### src/rtl/tick_timer_pkg.sv
package tick_timer_pkg;
  localparam int unsigned ADDR_W = 6;
  localparam int unsigned DATA_W = 32;
  localparam int unsigned NCH    = 2;
  localparam int unsigned PSC_W  = 2;

  // Offsets kept fixed: software drivers decode them.
  localparam logic [ADDR_W-1:0] OFF_CTRL  = 6'h00;
  localparam logic [ADDR_W-1:0] OFF_CLR   = 6'h08;
  localparam logic [ADDR_W-1:0] OFF_FLAG  = 6'h0C;
  localparam logic [ADDR_W-1:0] OFF_MASK  = 6'h10;
  localparam logic [ADDR_W-1:0] OFF_CMP   = 6'h14;
  localparam logic [ADDR_W-1:0] OFF_CNT1  = 6'h18;
  localparam logic [ADDR_W-1:0] OFF_CNT2L = 6'h20;
  localparam logic [ADDR_W-1:0] OFF_CNT2H = 6'h24;
  localparam logic [ADDR_W-1:0] OFF_ENSET = 6'h34;
  localparam logic [ADDR_W-1:0] OFF_ENCLR = 6'h38;

  typedef enum logic [1:0] {
    DIV_1  = 2'd0,
    DIV_4  = 2'd1,
    DIV_16 = 2'd2,
    DIV_16B = 2'd3
  } div_sel_e;
endpackage

### src/rtl/tick_prescaler.sv
module tick_prescaler
  import tick_timer_pkg::*;
#(
  parameter int unsigned CW = 4
) (
  input  logic             clk_i,
  input  logic             rst_ni,
  input  logic             tick_i,
  input  logic             restart_i,
  input  logic [PSC_W-1:0] sel_i,
  output logic             step_o
);
  logic [CW-1:0] cnt_q;
  logic [CW-1:0] lim;

  always_comb begin
    unique case (div_sel_e'(sel_i))
      DIV_1:   lim = CW'(0);
      DIV_4:   lim = CW'(3);
      default: lim = CW'(15);
    endcase
  end

  assign step_o = tick_i && (cnt_q == lim);

  always_ff @(posedge clk_i or negedge rst_ni) begin
    if (!rst_ni)        cnt_q <= '0;
    else if (restart_i) cnt_q <= '0;
    else if (tick_i)    cnt_q <= (cnt_q == lim) ? '0 : cnt_q + CW'(1);
  end
endmodule

### src/rtl/tick_evt_chan.sv
module tick_evt_chan #(
  parameter int unsigned W = 32
) (
  input  logic         clk_i,
  input  logic         rst_ni,
  input  logic         step_i,
  input  logic         en_i,
  input  logic         clr_i,
  input  logic [W-1:0] cmp_i,
  input  logic         flag_clr_i,
  output logic [W-1:0] cnt_o,
  output logic         flag_o
);
  logic [W-1:0] cnt_q;
  logic         flag_q;
  logic         adv;
  logic [W-1:0] cnt_nx;

  assign adv    = en_i && step_i && !clr_i;
  assign cnt_nx = cnt_q + W'(1);

  always_ff @(posedge clk_i or negedge rst_ni) begin
    if (!rst_ni)     cnt_q <= '0;
    else if (clr_i)  cnt_q <= '0;
    else if (adv)    cnt_q <= cnt_nx;
  end

  // A hardware set wins over a software clear in the same cycle.
  always_ff @(posedge clk_i or negedge rst_ni) begin
    if (!rst_ni)                       flag_q <= 1'b0;
    else if (adv && cnt_nx == cmp_i)   flag_q <= 1'b1;
    else if (flag_clr_i)               flag_q <= 1'b0;
  end

  assign cnt_o  = cnt_q;
  assign flag_o = flag_q;
endmodule

### src/rtl/tick_free_ctr.sv
module tick_free_ctr #(
  parameter int unsigned  LW   = 32,
  parameter logic [2*LW-1:0] INIT = '0
) (
  input  logic            clk_i,
  input  logic            rst_ni,
  input  logic            step_i,
  input  logic            en_i,
  input  logic            clr_i,
  input  logic            cap_i,
  output logic [2*LW-1:0] cnt_o,
  output logic [LW-1:0]   hi_buf_o
);
  localparam int unsigned W = 2 * LW;
  logic [W-1:0]  cnt_q;
  logic [LW-1:0] hi_q;

  always_ff @(posedge clk_i or negedge rst_ni) begin
    if (!rst_ni)              cnt_q <= INIT;
    else if (clr_i)           cnt_q <= '0;
    else if (en_i && step_i)  cnt_q <= cnt_q + W'(1);
  end

  always_ff @(posedge clk_i or negedge rst_ni) begin
    if (!rst_ni)    hi_q <= '0;
    else if (cap_i) hi_q <= cnt_q[W-1:LW];
  end

  assign cnt_o    = cnt_q;
  assign hi_buf_o = hi_q;
endmodule

### src/rtl/tick_timer.sv
module tick_timer
  import tick_timer_pkg::*;
#(
  parameter int unsigned         PS_CW     = 4,
  parameter logic [2*DATA_W-1:0] CNT2_INIT = '0
) (
  input  logic              clk_i,
  input  logic              rst_ni,
  input  logic              tick_i,
  input  logic [ADDR_W-1:0] addr_i,
  input  logic              wr_en_i,
  input  logic              rd_en_i,
  input  logic [DATA_W-1:0] wdata_i,
  output logic [DATA_W-1:0] rdata_o,
  output logic              irq_o
);
  localparam int unsigned CTRL_W = NCH * PSC_W;
  localparam int unsigned C2_W   = 2 * DATA_W;

  logic [CTRL_W-1:0] psc_q;
  logic [NCH-1:0]    en_q;
  logic [NCH-1:0]    step;
  logic [NCH-1:0]    clr_cnt;
  logic              mask_q;
  logic [DATA_W-1:0] cmp_q;
  logic [DATA_W-1:0] cnt1;
  logic              flag;
  logic [C2_W-1:0]   cnt2;
  logic [DATA_W-1:0] cnt2_hi;
  logic [DATA_W-1:0] hi_buf;

  logic psc_wr, flag_wr_clr, rd_lo;
  logic en_set_wr, en_clr_wr;

  assign psc_wr      = wr_en_i && addr_i == OFF_CTRL;
  assign flag_wr_clr = wr_en_i && addr_i == OFF_FLAG && !wdata_i[0];
  assign en_set_wr   = wr_en_i && addr_i == OFF_ENSET;
  assign en_clr_wr   = wr_en_i && addr_i == OFF_ENCLR;
  assign clr_cnt     = (wr_en_i && addr_i == OFF_CLR) ? wdata_i[NCH-1:0] : '0;
  assign rd_lo       = rd_en_i && addr_i == OFF_CNT2L;
  assign cnt2_hi     = cnt2[C2_W-1:DATA_W];

  always_ff @(posedge clk_i or negedge rst_ni) begin
    if (!rst_ni) begin
      psc_q  <= '0;
      mask_q <= 1'b1;
      cmp_q  <= '0;
    end else if (wr_en_i) begin
      unique case (addr_i)
        OFF_CTRL: psc_q  <= wdata_i[CTRL_W-1:0];
        OFF_MASK: mask_q <= wdata_i[0];
        OFF_CMP:  cmp_q  <= wdata_i;
        default: ;
      endcase
    end
  end

  always_ff @(posedge clk_i or negedge rst_ni) begin
    if (!rst_ni)        en_q <= '0;
    else if (en_set_wr) en_q <= en_q | wdata_i[NCH-1:0];
    else if (en_clr_wr) en_q <= en_q & ~wdata_i[NCH-1:0];
  end

  for (genvar g = 0; g < NCH; g++) begin : g_psc
    tick_prescaler #(.CW(PS_CW)) i_psc (
      .clk_i     (clk_i),
      .rst_ni    (rst_ni),
      .tick_i    (tick_i),
      .restart_i (psc_wr),
      .sel_i     (psc_q[g*PSC_W +: PSC_W]),
      .step_o    (step[g])
    );
  end

  tick_evt_chan #(.W(DATA_W)) i_evt (
    .clk_i      (clk_i),
    .rst_ni     (rst_ni),
    .step_i     (step[0]),
    .en_i       (en_q[0]),
    .clr_i      (clr_cnt[0]),
    .cmp_i      (cmp_q),
    .flag_clr_i (flag_wr_clr),
    .cnt_o      (cnt1),
    .flag_o     (flag)
  );

  tick_free_ctr #(.LW(DATA_W), .INIT(CNT2_INIT)) i_free (
    .clk_i    (clk_i),
    .rst_ni   (rst_ni),
    .step_i   (step[1]),
    .en_i     (en_q[1]),
    .clr_i    (clr_cnt[1]),
    .cap_i    (rd_lo),
    .cnt_o    (cnt2),
    .hi_buf_o (hi_buf)
  );

  always_comb begin
    rdata_o = '0;
    unique case (addr_i)
      OFF_CTRL:  rdata_o[CTRL_W-1:0] = psc_q;
      OFF_FLAG:  rdata_o[0] = flag;
      OFF_MASK:  rdata_o[0] = mask_q;
      OFF_CMP:   rdata_o = cmp_q;
      OFF_CNT1:  rdata_o = cnt1;
      OFF_CNT2L: rdata_o = cnt2[DATA_W-1:0];
      OFF_CNT2H: rdata_o = hi_buf;
      OFF_ENSET: rdata_o[NCH-1:0] = en_q;
      default: ;
    endcase
  end

  assign irq_o = flag && !mask_q;
endmodule

### config.mk
export PLATFORM = sky130hd
export DESIGN_NAME = tick_timer
export DESIGN_NICKNAME = d
export VERILOG_FILES = /design/src/rtl/tick_timer_pkg.sv /design/src/rtl/tick_prescaler.sv /design/src/rtl/tick_evt_chan.sv /design/src/rtl/tick_free_ctr.sv /design/src/rtl/tick_timer.sv
export SDC_FILE = /design/constraint.sdc
export NUM_CORES = 1
export LEC_CHECK = 0
export BUFFER_PORTS_ARGS = -buffer_cell sky130_fd_sc_hd__buf_2
export CAP_MARGIN = 25
export CORE_ASPECT_RATIO = 0.75
export CORE_MARGIN = 2
export CORE_UTILIZATION = 55
export DETAILED_ROUTE_END_ITERATION = 16
export GPL_TIMING_DRIVEN = 0
export PLACE_DENSITY = 0.82
export SKIP_CTS_REPAIR_TIMING = 1
export SYNTH_ARGS = -nofsm -noshare
export SYNTH_HDL_FRONTEND = slang
export SYNTH_SLANG_ARGS = --single-unit
### constraint.sdc
create_clock -name clk_i -period 3.05 [get_ports clk_i]
set_input_delay 0.1525 -clock clk_i [delete_from_list [all_inputs] [get_ports clk_i]]
set_output_delay 0.1525 -clock clk_i [all_outputs]
set_load 0.05 [all_outputs]
==> summary.txt <==
Floorplanning
  • Initial Util: between 50% and 60%
  • Die width: ~160 um
  • IO Count: 76
  • Std cell rows: 42
  • Die H: ~120 um
  • Core Region: 17700 um2
  • DIE AREA: 19200 um2

Logic synthesis
  • Main synth FF type: dfrtp_1
  • Simple-gate share of the synthesized area: 23.7%
  • Register area share after synthesis: ~44%
  • Synth warnings: 0
  • Synth Register Bits: 176
  • Post-synthesis compound-gate area fraction: 8.37%
  • Synth cell types: 63
  • Largest family of logic cells by synthesized area: simple AND/OR/NAND/NOR gates
  • Gate Count Post-Synth: 1052
  • Async set-reset flop share out of synthesis: 100%
  • Post-Synth Adder-Cell Area: 0.503%
  • Number of flops mapped to enable cells by yosys: 0
  • Xor/xnor cell area share of the yosys netlist: 11.1%
  • Syn avg cell area: 9.46 um2
  • Mux cell area share after synthesis: 8.69%
  • Synthesized area: 9950 um2
  • Synthesized Nets: 1099

Clock network
  • Clock Sinks: 176
  • Max Buffers Root-to-Sink: 2
  • H-tree depth: 4
  • Root Buffer: clkbuf_16
  • Clk pin slew, worst setup/hold paths: 0.07 ns
  • CTS tree: built
  • Worst skew pair latency: 0.43 ns
  • Num CTS Buffers: 17

Global route
  • Initial antenna violation count: 0
  • Largest net degree at the start of global routing: 93
  • Total GRT Usage: 30.8%
  • GR Overflow Total: 0
  • Vias in the first global route: 8221
  • Global-route wire length before repair: 45400 um

Power and ir drop
  • VDD IR max: 0.305 mV
  • Tot Pwr: approximately 5500 uW
  • PwrDens: 476 nW/um2
  • Leak: roughly 0.0052 uW

Drt
  • Initial DRC Count: between 1000 and 1500
  • Routed len/inst: a little over 20 um
  • Vias: 8838
  • Final WL: 29400 um
  • Drt drc: 0
  • Pre-antenna DRT Iters: 9
  • Vias/cell: 6.19
  • Number of routed nets with antenna violations: 0

Critical path
  • CP startpoint kind: register
  • WS Path Type: reg2reg
  • Critical path's largest stage delay: roughly 0.6 ns
  • Cell family with most CP delay: simple AND/OR/NAND/NOR gates
  • Worst endpoint required time: 3.33 ns
  • Critical Path, Cell by Cell: ha_4, nand4_1, or4_4, xnor2_1, o21ai_0, nor4bb_1, nand4_1, o41ai_4
  • Setup crit end kind: register
  • Worst Path Arrival: 3.42 ns
  • WP buf/inv: 0
  • Slowest CP cell: or4_4
  • Crit-path max FO: 7
  • Crit path top cell by count: nand4_1

STA
  • Final setup margin: -0.0892 ns
  • RSZ-0062 raised after global routing: true
  • Crit share post-route: 103%
  • Rel. slew slack: 17.5%
  • Final worst path period need: 3.14 ns
  • Max-slew violation count: 0
  • Final hold vios: 2
  • Setup TNS: -0.0892 ns
  • Final hold slack: -0.0110 ns
  • Worst clock skew: roughly 0.011 ns
  • Setup Viol. Count Final: 1
  • Fmax: 319 MHz
  • Worst-Margin Slew: 1.22 ns

Min path
  • Worst Hold Class: in2reg

Finish
  • Fillers: approximately 1400
  • P&R area growth vs syn: 16.6%
  • Final net count: 1220
  • Ant diodes: 0
  • Share of cells above drive strength 1: 18.4%
  • Fin util: 65.5%
  • Commonest non-fill, non-tap cell in the layout: dfrtp_1
  • Commonest non-fill, non-tap cells in the layout: dfrtp_1, nand2_1, nor2_1, buf_2, xnor2_1

Status
  • Outcome: finished, violations left
  • Failing checks: hold timing, setup timing

Placement
  • Final HPWL DP: 21400 um
  • Final GP Congestion: 0.951
  • PortBufs: 73

Run
  • Maxcap violations: 0
-- Yosys cell counts, types with 3 or more instances --
| library cell | n | area (um2) |
|---|---|---|
| nand2_1 | 140 | 526 |
| buf_1 | 6 | 22.5 |
| and4_1 | 13 | 114 |
| or4_1 | 5 | 37.5 |
| or2_2 | 5 | 31.3 |
| nand3_1 | 46 | 230 |
| a222oi_1 | 29 | 290 |
| o2111ai_1 | 4 | 35.0 |
| nor2_1 | 115 | 432 |
| dfrtp_1 | 175 | 4380 |
| buf_2 | 7 | 35.0 |
| clkbuf_8 | 3 | 41.3 |
| or3_1 | 19 | 119 |
| xnor2_1 | 72 | 631 |
| clkbuf_1 | 48 | 180 |
| mux2i_1 | 11 | 110 |
| ha_1 | 4 | 50.1 |
| and3_1 | 11 | 68.8 |
| nor2b_1 | 4 | 25.0 |
| nor3_1 | 32 | 160 |
| inv_1 | 9 | 33.8 |
| xor2_1 | 54 | 473 |
| and2_1 | 12 | 75.1 |
| o21ai_0 | 31 | 155 |
| a22o_1 | 3 | 26.3 |
| nor4_1 | 12 | 75.1 |
| nand4_1 | 39 | 244 |
| a21oi_1 | 28 | 140 |
| mux2_2 | 67 | 754 |
| and4_2 | 5 | 50.1 |
-- worst register-to-register path, cell delays in order, from the launching register on --
cell	delay, ns
dfrtp_2	0.46
ha_4	0.21
nand4_1	0.19
or4_4	0.60
xnor2_1	0.17
o21ai_0	0.14
nor4bb_1	0.50
nand4_1	0.23
o41ai_4	0.49
-- sequential cells by signal (all words and copies together) (netlist names), named ones only --
name,cells
i_evt.flag_o,1
i_free.hi_buf_o,32
i_free.cnt_o,64
i_evt.cnt_o,32
mask_q,1
g_psc.i_psc.cnt_q,8
psc_q,4
cmp_q,32
-- final cells by class --
class | instances | area, um2 | area share [%]
inverter | 9 | 33.8 | 0.291
multi-input combinational | 802 | 5270 | 45.4
clock buffer | 17 | 425 | 3.66
timing repair buffer | 107 | 726 | 6.25
sequential | 176 | 4410 | 38.0
buffer | 60 | 284 | 2.45
clock inverter | 15 | 160 | 1.38
tap | 242 | 303 | 2.61
-- through the flow --
stage / setup slack (ns) / cell area, um2 / instances
6_report: -0.0892 / 11600 / 1428
5_1_grt: -0.146 / 11600 / 1428
4_1_cts: -0.655 / 11200 / 1401
3_5_place_dp: -0.540 / 10700 / 1369
3_3_place_gp: -0.913 / 10600 / 1367
2_1_floorplan: 0.493 / 9950 / 1052
-- kinds of logic (layout without fill, tap and decap cells) --
logic type	count (synthesis)	count (layout)
simple gates	477	477
compound gates	117	117
mux	78	78
buf+inv	74	208
xor+xnor	126	126
fa+ha+maj	4	4
flops	176	176
-- worst paths after layout --
path	startpoint	to	slack, ns	cells after the start
max	i_evt.cnt_o[0]	i_evt.flag_o	-0.09	8
min	wdata_i[1]	psc_q[1]	-0.01	3
max reg2reg	i_evt.cnt_o[0]	i_evt.flag_o	-0.09	8
min reg2reg	i_free.hi_buf_o[11]	i_free.hi_buf_o[11]	0.51	1
max in group asynchronous	rst_ni	mask_q	1.83	3
min in group asynchronous	rst_ni	i_evt.cnt_o[25]	0.32	2
-- routing by layer --
metal | up-vias | track usage, % | wire length (um)
li1 | 3992 | - | -
met1 | 4297 | 44.9 | 12500
met2 | 495 | 45.5 | 12900
met3 | 54 | 7.86 | 3250
met4 | 0 | 9.66 | 715
met5 | - | 0 | 0
-- report_power, final --
group | switching (uW) | leakage, uW | internal [uW]
sequential | 195 | 0.00241 | 2480
clock | 975 | 0.000284 | 1220
combinational | 343 | 0.00255 | 317
total | 1510 | 0.00525 | 4010
Note: power is estimated with default switching activity, not from simulation.
